[src/rtl/ctl_i2c_pkg.sv]
package ctl_i2c_pkg;
  localparam int FUNC_W   = 8;
  localparam int NUM_FUNC = 9;
  localparam int IDX_W    = $clog2(NUM_FUNC);
  localparam int BITS_PER_BYTE = 8;

  typedef enum logic [1:0] {RX_IDLE, RX_BITS, RX_ACK} rx_state_e;

  function automatic logic [FUNC_W-1:0] func_reset(int k);
    case (k)
      2, 3:    return 8'h8F;
      8:       return 8'h80;
      default: return 8'hFF;
    endcase
  endfunction

  function automatic logic [IDX_W-1:0] sel_to_idx(logic [3:0] sel);
    if (sel[2:0] == 3'd7) return sel[3] ? IDX_W'(8) : IDX_W'(7);
    return IDX_W'(sel[2:0]);
  endfunction
endpackage

[src/rtl/ctl_i2c_sync.sv]
module ctl_i2c_sync #(
  parameter int W      = 2,
  parameter int STAGES = 2
) (
  input  logic         clk_i,
  input  logic         rst_ni,
  input  logic [W-1:0] d_i,
  output logic [W-1:0] q_o
);
  logic [W-1:0] st_q [STAGES];

  for (genvar s = 0; s < STAGES; s++) begin : g_stage
    always_ff @(posedge clk_i or negedge rst_ni) begin
      if (!rst_ni)    st_q[s] <= '1;
      else if (s == 0) st_q[s] <= d_i;
      else            st_q[s] <= st_q[s-1];
    end
  end

  assign q_o = st_q[STAGES-1];
endmodule

[src/rtl/ctl_i2c_byte_rx.sv]
module ctl_i2c_byte_rx
  import ctl_i2c_pkg::*;
#(
  parameter logic [6:0] DEV_ADDR = 7'h41
) (
  input  logic       clk_i,
  input  logic       rst_ni,
  input  logic       scl_i,
  input  logic       sda_i,
  output logic       start_o,
  output logic       byte_valid_o,
  output logic [7:0] byte_o,
  output logic       sda_low_o
);
  localparam int CNT_W = $clog2(BITS_PER_BYTE + 1);

  logic scl_q, sda_q;
  always_ff @(posedge clk_i or negedge rst_ni) begin
    if (!rst_ni) begin
      scl_q <= 1'b1;
      sda_q <= 1'b1;
    end else begin
      scl_q <= scl_i;
      sda_q <= sda_i;
    end
  end

  logic scl_rise, scl_fall, start_c, stop_c;
  assign scl_rise = scl_i & ~scl_q;
  assign scl_fall = ~scl_i & scl_q;
  assign start_c  = scl_i & scl_q & sda_q & ~sda_i;
  assign stop_c   = scl_i & scl_q & ~sda_q & sda_i;

  rx_state_e         state_q;
  logic [CNT_W-1:0]  cnt_q;
  logic [7:0]        sh_q;
  logic              first_q, drive_q, valid_q;

  always_ff @(posedge clk_i or negedge rst_ni) begin
    if (!rst_ni) begin
      state_q <= RX_IDLE;
      cnt_q   <= '0;
      sh_q    <= '0;
      first_q <= 1'b0;
      drive_q <= 1'b0;
      valid_q <= 1'b0;
    end else begin
      valid_q <= 1'b0;
      if (start_c) begin
        state_q <= RX_BITS;
        cnt_q   <= '0;
        first_q <= 1'b1;
        drive_q <= 1'b0;
      end else if (stop_c) begin
        state_q <= RX_IDLE;
        drive_q <= 1'b0;
      end else begin
        case (state_q)
          RX_BITS: begin
            if (scl_rise) begin
              sh_q  <= {sh_q[6:0], sda_i};
              cnt_q <= cnt_q + 1'b1;
            end else if (scl_fall && cnt_q == CNT_W'(BITS_PER_BYTE)) begin
              if (first_q) begin
                if (sh_q == {DEV_ADDR, 1'b0}) begin
                  drive_q <= 1'b1;
                  state_q <= RX_ACK;
                end else begin
                  state_q <= RX_IDLE;
                end
              end else begin
                valid_q <= 1'b1;
                drive_q <= 1'b1;
                state_q <= RX_ACK;
              end
            end
          end
          RX_ACK: begin
            if (scl_fall) begin
              drive_q <= 1'b0;
              cnt_q   <= '0;
              first_q <= 1'b0;
              state_q <= RX_BITS;
            end
          end
          default: ;
        endcase
      end
    end
  end

  assign start_o      = start_c;
  assign byte_valid_o = valid_q;
  assign byte_o       = sh_q;
  assign sda_low_o    = drive_q;

  a_r9_drive_only_in_ack: assert property (@(posedge clk_i) disable iff (!rst_ni)
    drive_q |-> state_q == RX_ACK);
  a_r9_release_on_stop: assert property (@(posedge clk_i) disable iff (!rst_ni)
    stop_c |=> !drive_q);
  a_r9_drive_starts_scl_low: assert property (@(posedge clk_i) disable iff (!rst_ni)
    $rose(drive_q) |-> !scl_i);
  a_r7_idle_silent: assert property (@(posedge clk_i) disable iff (!rst_ni)
    (state_q == RX_IDLE && !start_c) |=> !drive_q && !valid_q);
endmodule

[src/rtl/ctl_i2c_func_bank.sv]
module ctl_i2c_func_bank
  import ctl_i2c_pkg::*;
(
  input  logic                       clk_i,
  input  logic                       rst_ni,
  input  logic                       start_i,
  input  logic                       byte_valid_i,
  input  logic [7:0]                 byte_i,
  output logic [NUM_FUNC*FUNC_W-1:0] regs_o
);
  logic [IDX_W-1:0] idx_q, idx_next, tgt;
  logic             sel_ok_q, incr_q, is_value, wr_en;
  logic             unused_bits;

  assign unused_bits = ^byte_i[6:5];
  assign is_value = byte_i[7];
  assign idx_next = (idx_q == IDX_W'(NUM_FUNC - 1)) ? '0 : idx_q + 1'b1;
  assign tgt      = incr_q ? idx_next : idx_q;
  assign wr_en    = byte_valid_i & is_value & sel_ok_q;

  always_ff @(posedge clk_i or negedge rst_ni) begin
    if (!rst_ni) begin
      idx_q    <= '0;
      sel_ok_q <= 1'b0;
      incr_q   <= 1'b0;
    end else if (start_i) begin
      sel_ok_q <= 1'b0;
      incr_q   <= 1'b0;
    end else if (byte_valid_i) begin
      if (!is_value) begin
        idx_q    <= sel_to_idx(byte_i[4:1]);
        incr_q   <= byte_i[0];
        sel_ok_q <= 1'b1;
      end else if (wr_en) begin
        idx_q <= tgt;
      end
    end
  end

  for (genvar k = 0; k < NUM_FUNC; k++) begin : g_func
    logic [FUNC_W-1:0] r_q;
    always_ff @(posedge clk_i or negedge rst_ni) begin
      if (!rst_ni)                       r_q <= func_reset(k);
      else if (wr_en && tgt == IDX_W'(k)) r_q <= byte_i;
    end
    assign regs_o[k*FUNC_W +: FUNC_W] = r_q;
  end

  a_r5_idx_in_range: assert property (@(posedge clk_i) disable iff (!rst_ni)
    idx_q < IDX_W'(NUM_FUNC));
  a_r6_orphan_value_dropped: assert property (@(posedge clk_i) disable iff (!rst_ni)
    (byte_valid_i && is_value && !sel_ok_q) |=> $stable(regs_o));
  a_r3_select_keeps_regs: assert property (@(posedge clk_i) disable iff (!rst_ni)
    (byte_valid_i && !is_value) |=> $stable(regs_o));
  a_r5_wrap_to_zero: assert property (@(posedge clk_i) disable iff (!rst_ni)
    (wr_en && incr_q && idx_q == IDX_W'(NUM_FUNC - 1)) |=> idx_q == '0);
endmodule

[src/rtl/ctl_i2c_regbank.sv]
module ctl_i2c_regbank
  import ctl_i2c_pkg::*;
#(
  parameter logic [6:0] DEV_ADDR    = 7'h41,
  parameter int         SYNC_STAGES = 2
) (
  input  logic                       clk_i,
  input  logic                       rst_ni,
  input  logic                       scl_i,
  input  logic                       sda_i,
  output logic                       sda_low_o,
  output logic [NUM_FUNC*FUNC_W-1:0] regs_o
);
  logic [1:0] bus_s;
  logic       start, byte_valid;
  logic [7:0] rx_byte;

  ctl_i2c_sync #(.W(2), .STAGES(SYNC_STAGES)) u_sync (
    .clk_i (clk_i),
    .rst_ni(rst_ni),
    .d_i   ({scl_i, sda_i}),
    .q_o   (bus_s)
  );

  ctl_i2c_byte_rx #(.DEV_ADDR(DEV_ADDR)) u_rx (
    .clk_i       (clk_i),
    .rst_ni      (rst_ni),
    .scl_i       (bus_s[1]),
    .sda_i       (bus_s[0]),
    .start_o     (start),
    .byte_valid_o(byte_valid),
    .byte_o      (rx_byte),
    .sda_low_o   (sda_low_o)
  );

  ctl_i2c_func_bank u_bank (
    .clk_i       (clk_i),
    .rst_ni      (rst_ni),
    .start_i     (start),
    .byte_valid_i(byte_valid),
    .byte_i      (rx_byte),
    .regs_o      (regs_o)
  );

  a_r8_write_needs_ack: assert property (@(posedge clk_i) disable iff (!rst_ni)
    $changed(regs_o) |-> sda_low_o);
endmodule

[config.mk]
export PLATFORM = sky130hd
export DESIGN_NAME = ctl_i2c_regbank
export DESIGN_NICKNAME = d
export VERILOG_FILES = /design/src/rtl/ctl_i2c_pkg.sv /design/src/rtl/ctl_i2c_sync.sv /design/src/rtl/ctl_i2c_byte_rx.sv /design/src/rtl/ctl_i2c_func_bank.sv /design/src/rtl/ctl_i2c_regbank.sv
export SDC_FILE = /design/constraint.sdc
export NUM_CORES = 1
export LEC_CHECK = 0
export BUFFER_PORTS_ARGS = -buffer_cell sky130_fd_sc_hd__buf_2
export CAP_MARGIN = 10
export CORE_UTILIZATION = 35
export DETAILED_ROUTE_END_ITERATION = 10
export GPL_ROUTABILITY_DRIVEN = 0
export GPL_TIMING_DRIVEN = 0
export PLACE_DENSITY_LB_ADDON = 0.08
export SYNTH_ARGS = -nofsm -noshare
export SYNTH_HDL_FRONTEND = slang
export SYNTH_HIERARCHICAL = 1
export SYNTH_SLANG_ARGS = --single-unit
[constraint.sdc]
create_clock -name clk_i -period 2.2 [get_ports clk_i]
set_input_delay 0.22 -clock clk_i [delete_from_list [all_inputs] [get_ports clk_i]]
set_output_delay 0.22 -clock clk_i [all_outputs]
set_load 0.1 [all_outputs]
==> summary.md <==
| Metric | Value |
|---|---|
| Filler instances | 1185 |
| Max Cap Viol | 0 |
| Drt via density | 4.84 |
| TritonCTS Buffers | 9 |
| M1 wire length | 4.66 mm |
| Detailed-route via count | 2905 |
| Final #Nets | 437 |
| Slew Limit Fails | 0 |
| CTS clk-pin slew, worst paths | 70 ps |
| Power Density | 759 nW/um2 |
| Initial antenna violation count | 0 |
| Clock Latency Late Sink | 340 ps |
| Fin crit period | 2090 ps |
| Synth unique cells | 51 |
| Chip height | 115 um |
| Worst-Margin Slew | 711 ps |
| Max FO, Critical Path | 8 |
| Root Buffer | clkbuf_16 |
| Largest net degree at the start of global routing | 73 |
| DRC | 0 |
| Max Used Layer | met4 |
| Status | finished clean |
| Power Total | 4.25 mW |
| DR WL met3 | 527 um |
| Core area | 12200 um2 |
| Post-Syn Area | 4460 um2 |
| Cells on worst reg2reg path | 7 |
| Commonest cells post-synth | mux2_2 (70), dfstp_2 (65), dfrtp_1 (36), inv_1 (13), nor2_1 (13) |
| Setup crit end | u_bank/g_func[8].r_q[5]$_DFFE_PN0P_ |
| Routed len/inst | 16.5 um |
| CTS tree | done |
| Starting density of the core | 0.365 |
| CP Data Arrival Time | 2320 ps |
| Reg-to-reg startpoint | u_bank/idx_q[1]$_DFFE_PN0P_ |
| Pleak | 2.62 nW |
| CP startpoint kind | flop |
| Fin area | 5600 um2 |
| Clock sink count | 101 |
| Antenna cell count | 0 |
| Vias in the first global route | 2949 |
| VDD IR max | 0.000407 V |
| CTS HTree Levels | 3 |
| Sw frac | 0.280 |
| Syn-to-layout area delta | 25.6% |
| R2R setup slack | 110 ps |
| FP Rows | 40 |
| Final hold viol count | 0 |
| Min Hold Slack | 355 ps |
| Ports | 77 |
| Async SR Flop Fraction | 1.00 |
| GRT overflow | 0 |
| Setup TNS Final | 0 ps |
| First-pass GRT wire length | 16.1 mm |
| Top-count cell post-synth | mux2_2 |
| Power share of the sequential group | 0.477 |
| CTS Buffer Depth | 2 |
| Synth area leader | dfstp_2 |
| Met2 WL post-DR | 4.64 mm |
| Fin crit share | 0.952 |
| Synth top area share | 0.383 |
| Die X | 115 um |
| Post-synthesis sequential area ratio | 0.585 |
| YS warnings | 6 |
| Die ar. | 13200 um2 |
| Int Power | 3.06 mW |
| Total track usage | 0.163 |
| Total length of routed wires | 9.92 mm |
| Dominant synthesized flop cell | dfstp_2 |
| Achievable frequency | 0.477 GHz |
| Placed Instance Area | 5080 um2 |
| Combinational Power Share | 0.147 |
| Syn_area_per_cell | 13.6 um2 |
| Synth Register Bits | 101 |
| Setup violations, final | 0 |
| Setup Skew | 6.48 ps |
| Net Switching | 1.19 mW |
| Port Buffers | 76 |
| CP endpoint kind | flop |
| Worst Hold Class | in2async |
| Hpwl dp | 6.56 mm |
| Synth top area cells | dfstp_2 (38%), dfrtp_1 (20%), mux2_2 (18%) |
| Multi-input logic area | 1810 um2 |
| Syn Nets | 338 |
| Clk pwr share | 0.376 |
| Max-slew headroom | 0.525 |
| FF/Latch Area | 2610 um2 |
| Syn Inst Count | 328 |
| Worst Path Required | 2430 ps |
| TritonRoute pass-1 iters | 4 |
| Share of cells above drive strength 1 | 0.625 |
| ANT nets after route | 0 |
| DRT iter0 DRCs | 117 |
| Reg2reg end | u_bank/g_func[8].r_q[5]$_DFFE_PN0P_ |
| Crit. Startpoint | u_bank/idx_q[1]$_DFFE_PN0P_ |
| Post-synth EDFFs | 0 |
| Setup CP Type | reg2reg |
-- timing repair --
action                                 CTS  global route
setup endpoints to repair               65            54
resized for setup                       12             6
pin swaps                                3             3
hold buffers                             3             0
setup buffers                            3             6
endpoints found under the hold margin   15             0
-- how the worst min path moves through the flow --
stage                                     endpoint  slack, ps
5_1_grt                    u_sync/q_o[1]$_DFF_PN1_        360
6_report       u_bank/g_func[8].r_q[0]$_DFFE_PN0P_        350
3_3_place_gp              u_sync/st_q[3]$_DFF_PN1_        330
4_1_cts        u_bank/g_func[8].r_q[0]$_DFFE_PN0P_        360
3_5_place_dp   u_bank/g_func[8].r_q[0]$_DFFE_PN0P_        180
2_1_floorplan  u_bank/g_func[2].r_q[4]$_DFFE_PN0P_        -80
-- flip-flops by register name, summed over array words and instances (netlist names), 2 cells and up --
name               cells
u_bank/g_func.r_q     72
u_bank/idx_q           4
u_rx/byte_o            8
u_rx/cnt_q             4
u_rx/state_q           2
u_sync/q_o             2
u_sync/st_q            2
-- stage by stage --
step                std cells  setup slack, ps  utilization
finish                    600              105        0.459
global route              600            -7.54        0.459
CTS                       594             26.2        0.452
floorplan                 328             40.9            -
detailed placement        573             -453        0.416
global placement          572             -391        0.414
-- layout make-up --
| type | count | share of cell area |
|---|---|---|
| Buffer | 16 | 0.0152 |
| Clock buffer | 11 | 0.0433 |
| Clock inverter | 5 | 0.0105 |
| Inverter | 13 | 0.00871 |
| Multi-Input combinational cell | 197 | 0.324 |
| Sequential cell | 101 | 0.466 |
| Tap cell | 168 | 0.0375 |
| Timing Repair Buffer | 89 | 0.0951 |
-- routing by layer --
layer / vias up / global-route usage
met5: - / 0
met4: 0 / 0.0545
met3: 6 / 0.0559
met2: 53 / 0.251
met1: 1479 / 0.214
li1: 1367 / -
-- worst max-delay path: stages (launching register included) --
cell and delay [ps]:
dfrtp_2 440, inv_1 100, ha_4 210, mux2i_4 160, nand4_1 180, a2111oi_4 380
buf_12 180, mux2_2 330
-- power groups by stage --
stage	logic (mW)	clock network, mW	registers (mW)
floorplan	0.356	0	2.10
global placement	0.615	0	2.05
detailed placement	0.634	0	2.06
global route	0.707	1.74	2.04
CTS	0.639	1.67	2.03
finish	0.624	1.60	2.03
-- cells by family after synthesis --
family,count (synthesis),share of synthesized area
adder cells (fa/ha/maj),6,0.0168
multiplexers,74,0.186
AND/OR/NAND/NOR,79,0.115
buffers and inverters,30,0.0308
AO/OA/AOI/OAI,34,0.0595
XOR/XNOR,4,0.00785
flip-flops,101,0.585
-- cell usage in the layout, fill, tap and decap left out, types with 7 or more instances in the layout --
cell	Yosys	layout
a21oi_1	7	7
buf_2	4	79
dfstp_2	65	65
nand2b_1	8	8
inv_1	13	12
clkbuf_1	8	8
buf_4	3	11
clkbuf_16	0	9
nand2_1	12	12
nor2_1	13	12
mux2_2	70	69
dfrtp_1	36	34
No activity file was read; power rests on OpenSTA's default activity.
